--- src/rtl/ecc_seq_pkg.sv ---
package ecc_seq_pkg;
  localparam int unsigned REG_W   = 32;
  // register addresses
  localparam int unsigned A_CTRL  = 0;
  localparam int unsigned A_SIZE  = 1;
  localparam int unsigned A_SEL   = 2;
  localparam int unsigned A_RES0  = 3;
  // control field positions
  localparam int unsigned B_EN    = 0;
  localparam int unsigned B_CLR   = 1;
  localparam int unsigned B_PTR   = 4;
  localparam int unsigned B_WIDE  = 8;
  localparam int unsigned B_CS    = 9;
  // size register: second size starts here
  localparam int unsigned B_SIZE1 = 16;
endpackage

--- src/rtl/ecc_cfg_regs.sv ---
module ecc_cfg_regs
  import ecc_seq_pkg::*;
#(
  parameter int unsigned NUM_SLOTS = 9,
  parameter int unsigned SIZE_W    = 10,
  parameter int unsigned CS_W      = 3,
  parameter int unsigned PTR_W     = 4,
  parameter int unsigned ADDR_W    = 4
) (
  input  logic                 clk,
  input  logic                 rst_n,
  input  logic                 wr_en,
  input  logic [ADDR_W-1:0]    wr_addr,
  input  logic [REG_W-1:0]     wr_data,
  input  logic                 slot_done,
  output logic                 en,
  output logic [PTR_W-1:0]     ptr,
  output logic                 wide,
  output logic [CS_W-1:0]      cs,
  output logic [SIZE_W-1:0]    size0,
  output logic [SIZE_W-1:0]    size1,
  output logic [NUM_SLOTS-1:0] sel,
  output logic                 clr
);
  logic                 en_q, en_d;
  logic [PTR_W-1:0]     ptr_q, ptr_d;
  logic                 wide_q;
  logic [CS_W-1:0]      cs_q;
  logic [SIZE_W-1:0]    size0_q, size1_q;
  logic [NUM_SLOTS-1:0] sel_q;
  logic                 idle, wr_ctrl, mode_ld, size_ld, sel_ld;
  logic                 unused_wbits;

  assign unused_wbits = ^wr_data;
  assign idle    = !en_q;
  assign wr_ctrl = wr_en && (wr_addr == ADDR_W'(A_CTRL));
  assign mode_ld = wr_ctrl && idle;
  assign size_ld = wr_en && (wr_addr == ADDR_W'(A_SIZE)) && idle;
  assign sel_ld  = wr_en && (wr_addr == ADDR_W'(A_SEL)) && idle;
  assign clr     = mode_ld && wr_data[B_CLR];

  always_comb begin
    en_d  = en_q;
    ptr_d = ptr_q;
    if (slot_done) begin
      ptr_d = ptr_q + 1'b1;
      if (ptr_q == PTR_W'(NUM_SLOTS)) en_d = 1'b0;
    end
    if (wr_ctrl) begin
      if (idle) begin
        en_d  = wr_data[B_EN];
        ptr_d = wr_data[B_PTR +: PTR_W];
      end else begin
        en_d  = en_d & wr_data[B_EN];
      end
    end
  end

  always_ff @(posedge clk or negedge rst_n) begin
    if (!rst_n) begin
      en_q    <= 1'b0;
      ptr_q   <= PTR_W'(1);
      wide_q  <= 1'b0;
      cs_q    <= '0;
      size0_q <= SIZE_W'(2);
      size1_q <= SIZE_W'(2);
      sel_q   <= '0;
    end else begin
      en_q  <= en_d;
      ptr_q <= ptr_d;
      if (mode_ld) begin
        wide_q <= wr_data[B_WIDE];
        cs_q   <= wr_data[B_CS +: CS_W];
      end
      if (size_ld) begin
        size0_q <= wr_data[SIZE_W-1:0];
        size1_q <= wr_data[B_SIZE1 +: SIZE_W];
      end
      if (sel_ld) sel_q <= wr_data[NUM_SLOTS-1:0];
    end
  end

  assign en    = en_q;
  assign ptr   = ptr_q;
  assign wide  = wide_q;
  assign cs    = cs_q;
  assign size0 = size0_q;
  assign size1 = size1_q;
  assign sel   = sel_q;
endmodule

--- src/rtl/ecc_accum.sv ---
module ecc_accum #(
  parameter int unsigned DATA_W = 16,
  parameter int unsigned SIZE_W = 10
) (
  input  logic                clk,
  input  logic                rst_n,
  input  logic                take,
  input  logic                wide,
  input  logic [DATA_W-1:0]   data,
  input  logic [SIZE_W-1:0]   limit,
  input  logic                clr,
  output logic                close,
  output logic [2*DATA_W-1:0] res_next
);
  localparam int unsigned BYTE_W = 8;

  logic [DATA_W-1:0] mask, unit;
  logic [DATA_W-1:0] xsum_q, xsum_n, xsum_d;
  logic [DATA_W-1:0] odd_q, odd_n, odd_d;
  logic [SIZE_W-1:0] cnt_q, cnt_n, cnt_d;
  logic              ld;

  assign mask   = wide ? {DATA_W{1'b1}} : {{(DATA_W-BYTE_W){1'b0}}, {BYTE_W{1'b1}}};
  assign unit   = data & mask;
  assign xsum_n = xsum_q ^ unit;
  assign odd_n  = odd_q + DATA_W'(^unit);
  assign cnt_n  = cnt_q + 1'b1;
  assign close  = take && (cnt_n == limit);
  assign res_next = {odd_n, xsum_n};
  assign ld     = clr || take;

  always_comb begin
    xsum_d = xsum_n;
    odd_d  = odd_n;
    cnt_d  = cnt_n;
    if (clr || close) begin
      xsum_d = '0;
      odd_d  = '0;
      cnt_d  = '0;
    end
  end

  always_ff @(posedge clk or negedge rst_n) begin
    if (!rst_n) begin
      xsum_q <= '0;
      odd_q  <= '0;
      cnt_q  <= '0;
    end else if (ld) begin
      xsum_q <= xsum_d;
      odd_q  <= odd_d;
      cnt_q  <= cnt_d;
    end
  end
endmodule

--- src/rtl/ecc_result_bank.sv ---
module ecc_result_bank #(
  parameter int unsigned NUM_SLOTS = 9,
  parameter int unsigned RES_W     = 32,
  parameter int unsigned PTR_W     = 4
) (
  input  logic                       clk,
  input  logic                       rst_n,
  input  logic                       store,
  input  logic [PTR_W-1:0]           ptr,
  input  logic [RES_W-1:0]           wdata,
  input  logic                       clr,
  output logic [NUM_SLOTS*RES_W-1:0] res_flat
);
  for (genvar g = 0; g < NUM_SLOTS; g++) begin : g_slot
    logic             hit;
    logic [RES_W-1:0] val_q;
    assign hit = store && (ptr == PTR_W'(g + 1));
    always_ff @(posedge clk or negedge rst_n) begin
      if (!rst_n)   val_q <= '0;
      else if (clr) val_q <= '0;
      else if (hit) val_q <= wdata;
    end
    assign res_flat[g*RES_W +: RES_W] = val_q;
  end
endmodule

--- src/rtl/nand_ecc_seq.sv ---
module nand_ecc_seq
  import ecc_seq_pkg::*;
#(
  parameter int unsigned NUM_SLOTS = 9,
  parameter int unsigned SIZE_W    = 10,
  parameter int unsigned CS_W      = 3,
  parameter int unsigned DATA_W    = 16,
  localparam int unsigned PTR_W    = $clog2(NUM_SLOTS + 2),
  localparam int unsigned ADDR_W   = $clog2(NUM_SLOTS + A_RES0)
) (
  input  logic              clk,
  input  logic              rst_n,
  input  logic              xfer_valid,
  input  logic [CS_W-1:0]   xfer_cs,
  input  logic [DATA_W-1:0] xfer_data,
  input  logic              reg_wr,
  input  logic [ADDR_W-1:0] reg_addr,
  input  logic [REG_W-1:0]  reg_wdata,
  output logic [REG_W-1:0]  reg_rdata,
  output logic              busy,
  output logic              done
);
  localparam int unsigned RES_W = 2 * DATA_W;

  logic [1:0]               rst_sync;
  logic                     rst_core_n;
  logic                     en_w, wide_w, clr_w, take_w, close_w, adv_w, in_range;
  logic [PTR_W-1:0]         ptr_w;
  logic [CS_W-1:0]          cs_w;
  logic [SIZE_W-1:0]        size0_w, size1_w, limit_w;
  logic [NUM_SLOTS-1:0]     sel_w;
  logic [RES_W-1:0]         res_next_w;
  logic [NUM_SLOTS*RES_W-1:0] res_flat_w;
  logic                     done_q;

  always_ff @(posedge clk or negedge rst_n) begin
    if (!rst_n) rst_sync <= 2'b00;
    else        rst_sync <= {rst_sync[0], 1'b1};
  end
  assign rst_core_n = rst_sync[1];

  ecc_cfg_regs #(
    .NUM_SLOTS(NUM_SLOTS), .SIZE_W(SIZE_W), .CS_W(CS_W),
    .PTR_W(PTR_W), .ADDR_W(ADDR_W)
  ) u_cfg (
    .clk(clk), .rst_n(rst_core_n), .wr_en(reg_wr), .wr_addr(reg_addr),
    .wr_data(reg_wdata), .slot_done(adv_w), .en(en_w), .ptr(ptr_w),
    .wide(wide_w), .cs(cs_w), .size0(size0_w), .size1(size1_w),
    .sel(sel_w), .clr(clr_w)
  );

  assign in_range = (ptr_w != '0) && (ptr_w <= PTR_W'(NUM_SLOTS));
  assign take_w   = en_w && in_range && xfer_valid && (xfer_cs == cs_w);

  always_comb begin
    limit_w = size0_w;
    for (int i = 0; i < NUM_SLOTS; i++) begin
      if ((ptr_w == PTR_W'(i + 1)) && sel_w[i]) limit_w = size1_w;
    end
  end

  ecc_accum #(.DATA_W(DATA_W), .SIZE_W(SIZE_W)) u_acc (
    .clk(clk), .rst_n(rst_core_n), .take(take_w), .wide(wide_w),
    .data(xfer_data), .limit(limit_w), .clr(clr_w),
    .close(close_w), .res_next(res_next_w)
  );

  assign adv_w = close_w;

  ecc_result_bank #(.NUM_SLOTS(NUM_SLOTS), .RES_W(RES_W), .PTR_W(PTR_W)) u_bank (
    .clk(clk), .rst_n(rst_core_n), .store(adv_w), .ptr(ptr_w),
    .wdata(res_next_w), .clr(clr_w), .res_flat(res_flat_w)
  );

  always_ff @(posedge clk or negedge rst_core_n) begin
    if (!rst_core_n) done_q <= 1'b0;
    else             done_q <= adv_w;
  end

  always_comb begin
    reg_rdata = '0;
    if (reg_addr == ADDR_W'(A_CTRL)) begin
      reg_rdata[B_EN]            = en_w;
      reg_rdata[B_PTR +: PTR_W]  = ptr_w;
      reg_rdata[B_WIDE]          = wide_w;
      reg_rdata[B_CS +: CS_W]    = cs_w;
    end else if (reg_addr == ADDR_W'(A_SIZE)) begin
      reg_rdata[SIZE_W-1:0]         = size0_w;
      reg_rdata[B_SIZE1 +: SIZE_W]  = size1_w;
    end else if (reg_addr == ADDR_W'(A_SEL)) begin
      reg_rdata[NUM_SLOTS-1:0] = sel_w;
    end else begin
      for (int i = 0; i < NUM_SLOTS; i++) begin
        if (reg_addr == ADDR_W'(A_RES0 + i)) reg_rdata[RES_W-1:0] = res_flat_w[i*RES_W +: RES_W];
      end
    end
  end

  assign busy = en_w;
  assign done = done_q;
endmodule

--- config.mk ---
export PLATFORM = sky130hd
export DESIGN_NAME = nand_ecc_seq
export DESIGN_NICKNAME = d
export VERILOG_FILES = /design/src/rtl/ecc_seq_pkg.sv /design/src/rtl/ecc_cfg_regs.sv /design/src/rtl/ecc_accum.sv /design/src/rtl/ecc_result_bank.sv /design/src/rtl/nand_ecc_seq.sv
export SDC_FILE = /design/constraint.sdc
export NUM_CORES = 1
export LEC_CHECK = 0
export BUFFER_PORTS_ARGS = -buffer_cell sky130_fd_sc_hd__buf_2
export CAP_MARGIN = 0
export CORE_ASPECT_RATIO = 2
export CORE_MARGIN = 3
export CORE_UTILIZATION = 45
export CTS_CLUSTER_DIAMETER = 30
export CTS_CLUSTER_SIZE = 24
export DETAILED_ROUTE_END_ITERATION = 16
export GPL_ROUTABILITY_DRIVEN = 0
export PLACE_DENSITY = 0.69
export SYNTH_ARGS = -nofsm -noshare
export SYNTH_HDL_FRONTEND = slang
export SYNTH_SLANG_ARGS = --single-unit
--- constraint.sdc ---
create_clock -name clk -period 29.3 [get_ports clk]
set_clock_uncertainty 0.2 [all_clocks]
set_input_delay 1.465 -clock clk [delete_from_list [all_inputs] [get_ports clk]]
set_output_delay 1.465 -clock clk [all_outputs]
set_load 0.02 [all_outputs]
==> results.md <==
- Aggregate routed wire length: 56.1 mm
- FMAX: 0.149 GHz
- Global-route wire length before repair: 86.3 mm
- Vias in the first global route: 15000
- Routed wire per std cell: 23.5 um
- Final hold violation count: 0
- Port bufs: 82
- Number of enable-type register cells in the synthesized netlist: 0
- Count of pins over their slew limit: 0
- Crit Path Category: in -> out
- Final setup slack of the worst path: 22.59 ns
- CP endpoint kind: output pin
- Synthesized Nets: 1888
- Synth Area in Simple Gates: 15.8%
- Worst min-delay path class: reg -> reg
- Synth area leaders: dfrtp_1 52%, mux2i_1 7.6%, o21ai_0 6.6%
- Maximum number of pins on one net before global-route repair: 178
- Most common cell after layout, fill and taps aside: dfrtp_1
- Setup Total Neg Slack: 0 ns
- Y dimension of the die: 288 um
- Source-to-sink clock delay at the later pin of the worst-skew pair: 0.56 ns
- Count of pins on the block boundary: 93
- Final critical-path share of the clock period: 22.9%
- Area share of fa/ha/maj cells after synthesis: 0.491%
- Num CTS Buffers: 40
- Layout-stage area growth over the synthesis result: 11.9%
- Worst setup timing slack at the placement stage: 22.68 ns
- Synth Area per Inst: 9.79 um2
- Cell Pwr Density: 64.2 nW/um2
- Global-route total usage across every layer: 26.2%
- Post-CTS sizing: 0
- Synthesized instance count: 1822
- DR vias: 14700
- Worst-case vdd ir drop: 0.0000570 V
- Sum of net half-perimeters after detailed placement: 36.1 mm
- Initial standard-cell utilization of the core: 45.8%
- Register area share after synthesis: 52.1%
- Async SR Flop Fraction: 100%
- Iteration-0 DRC Markers: 1452
- Worst slew margin: 16.3%
- Compound-gate portion of the synthesized area: 15.4%
- Initial antenna violation count: 1
- Reported leakage power: 9.64 nW
- MaxCap Viol Count: 0
- Number of antenna repair diodes: 0
- Status: completed
- Count of standard-cell rows: 102
- Clock tree from TritonCTS: yes
- Overall power consumption: 0.00128 W
- Die Area: 42200 um2
- Cell area after synthesis: 17800 um2
- Core box area: 38900 um2
- Horizontal extent of the die: 147 um
- Layout cells sized above 1: 13.3%
- Number of nets with antenna violations after detailed routing: 0
- Number of vias per cell after detailed routing: 6.16
- Pin slew with the least headroom to its limit: 1.25 ns
- Number of detailed-routing iterations run before antenna repair: 7
- Xor/xnor cell area share of the yosys netlist: 2.99%
- Flop and latch count out of synthesis: 371
- Kind of launch point of the worst setup path: input port
- Number of buffers between clock root and the deepest sink: 3
- Multiplexer share of the synthesized area: 9.66%
- Synth warn: 0
- Finished Layout Cells: 2384
- Residual DRC count: 0
- Num Clock Sinks: 371
- Number of hold buffers added after cts: 0
- Shortest period the worst path allows: 6.71 ns
- Synth Flop Type: dfrtp_1
- H-tree lvl count: 2
- DP Cell Count: 2310
- Largest area contributor in the netlist: dfrtp_1
- Max FO, Critical Path: 38
- Number of distinct standard cells referenced by the synthesized netlist: 59
- Clock slew seen by the registers of the worst setup and hold paths: 0.06 ns
- Area share of the leading cell type in the synthesized netlist: 51.6%
- Count of endpoints failing setup in the final report: 0
- Setup Fix Bufs, Post-CTS: 0
- Most frequent cells in the layout: 367 x dfrtp_1, 235 x o21ai_0, 201 x nand3_1
- Final global-route overflow total: 0
- Largest family of logic cells by synthesized area: simple AND/OR/NAND/NOR gates
- Cell chosen for the clock root: clkbuf_16
- Arrival time of the worst setup path: 5.05 ns
- Setup repair after global routing missed its margin: no
- Critical path data required time: 27.63 ns
- Fin nets: 1898
[synth_stat cells (all sizes together) (6+ instances only)]
cell type and count:
o22ai 18, a221oi 23, nor3b 10, a22oi 48, a21o 17, a21oi 46
buf 48, o21ai 240, inv 10, dfrtp 368, xor2 20, nand3 208
clkbuf 97, a222oi 17, a22o 12, mux2i 135, xnor2 41, nor3 10
a31oi 6, ha 7, nor2 171, nand2b 6, nand2 148, and3 23
nor2b 6, mux2 33
[power breakdown]
group	total (W)	switching, W	leakage, nW	internal [W]
clock	0.000540	0.000231	0.688	0.000309
sequential	0.000569	0.0000319	5.10	0.000537
combinational	0.000174	0.000116	3.86	0.0000584
total	0.00128	0.000378	9.64	0.000904
[stage by stage]
step / instance area (um2) / util [%] / hold WS, ns
final: 20000 / 51.3 / 0.153
after global routing: 20000 / 51.3 / 0.156
after CTS: 20000 / 51.3 / 0.156
after detailed placement: 18600 / 47.7 / 0.142
after global placement: 18600 / 47.7 / 0.136
after floorplan: 17800 / - / 0.131
[cell type report]
type,count,area [um2]
Sequential cell,371,9290
Clock buffer,44,1040
Multi-Input combinational cell,1296,7940
Clock inverter,30,353
Inverter,10,37.5
Timing Repair Buffer,113,656
Tap cell,520,651
Fill cell,3501,19000
[critical path: stages]
cell and delay [ns]:
buf_2 0.08, buf_4 0.46, nand2b_1 0.25, nor2_2 0.65
buf_4 0.49, a222oi_1 0.16, a31oi_1 0.31, o221ai_1 0.17
a21oi_1 0.65, a21o_1 0.17, buf_2 0.17
[final timing paths]
check                           slack, ns                   start  depth (start not counted)                                endpoint
worst max-delay path                22.59             reg_addr[1]                         11                           reg_rdata[25]
worst min-delay path                 0.15   rst_sync[0]$_DFF_PN0_                          0                   rst_sync[1]$_DFF_PN0_
worst max register to register      23.78  u_cfg.ptr[0]$_DFF_PN1_                         11  u_bank.g_slot[5].val_q[30]$_DFFE_PN0P_
worst min register to register       0.15   rst_sync[0]$_DFF_PN0_                          0                   rst_sync[1]$_DFF_PN0_
max in group asynchronous           26.46   rst_sync[1]$_DFF_PN0_                          2              u_cfg.size1[8]$_DFFE_PN0P_
min in group asynchronous            0.18   rst_sync[1]$_DFF_PN0_                          0  u_bank.g_slot[4].val_q[16]$_DFFE_PN0P_
[cells by family (layout without fill, tap and decap cells)]
kind of cell	count (synthesis)	after routing
flops	371	371
compound gates	450	450
mux	168	168
other cells	1	1
simple gates	609	609
buf+inv	155	197
fa+ha+maj	7	7
xor+xnor	61	61
[registers in the layout (all words and copies together) (netlist names)]
| signal | cells |
|---|---|
| u_cfg.cs | 3 |
| u_cfg.en | 1 |
| u_bank.g_slot.val_q | 288 |
| u_cfg.ptr | 4 |
| u_cfg.wide | 1 |
| u_cfg.sel | 9 |
| u_cfg.size0 | 10 |
| done | 1 |
| u_cfg.size1 | 10 |
| u_acc.odd_q | 16 |
| u_acc.xsum_q | 16 |
| rst_sync | 2 |
| u_acc.cnt_q | 10 |
[layer usage]
| metal | track usage [%] | vias up | wire, um |
|---|---|---|---|
| li1 | - | 6539 | - |
| met1 | 29.0 | 7379 | 20000 |
| met2 | 47.2 | 592 | 29300 |
| met3 | 3.91 | 180 | 3250 |
| met4 | 15.9 | 2 | 3560 |
| met5 | 0 | - | 9 |
Power figures use the tool's default switching activity.
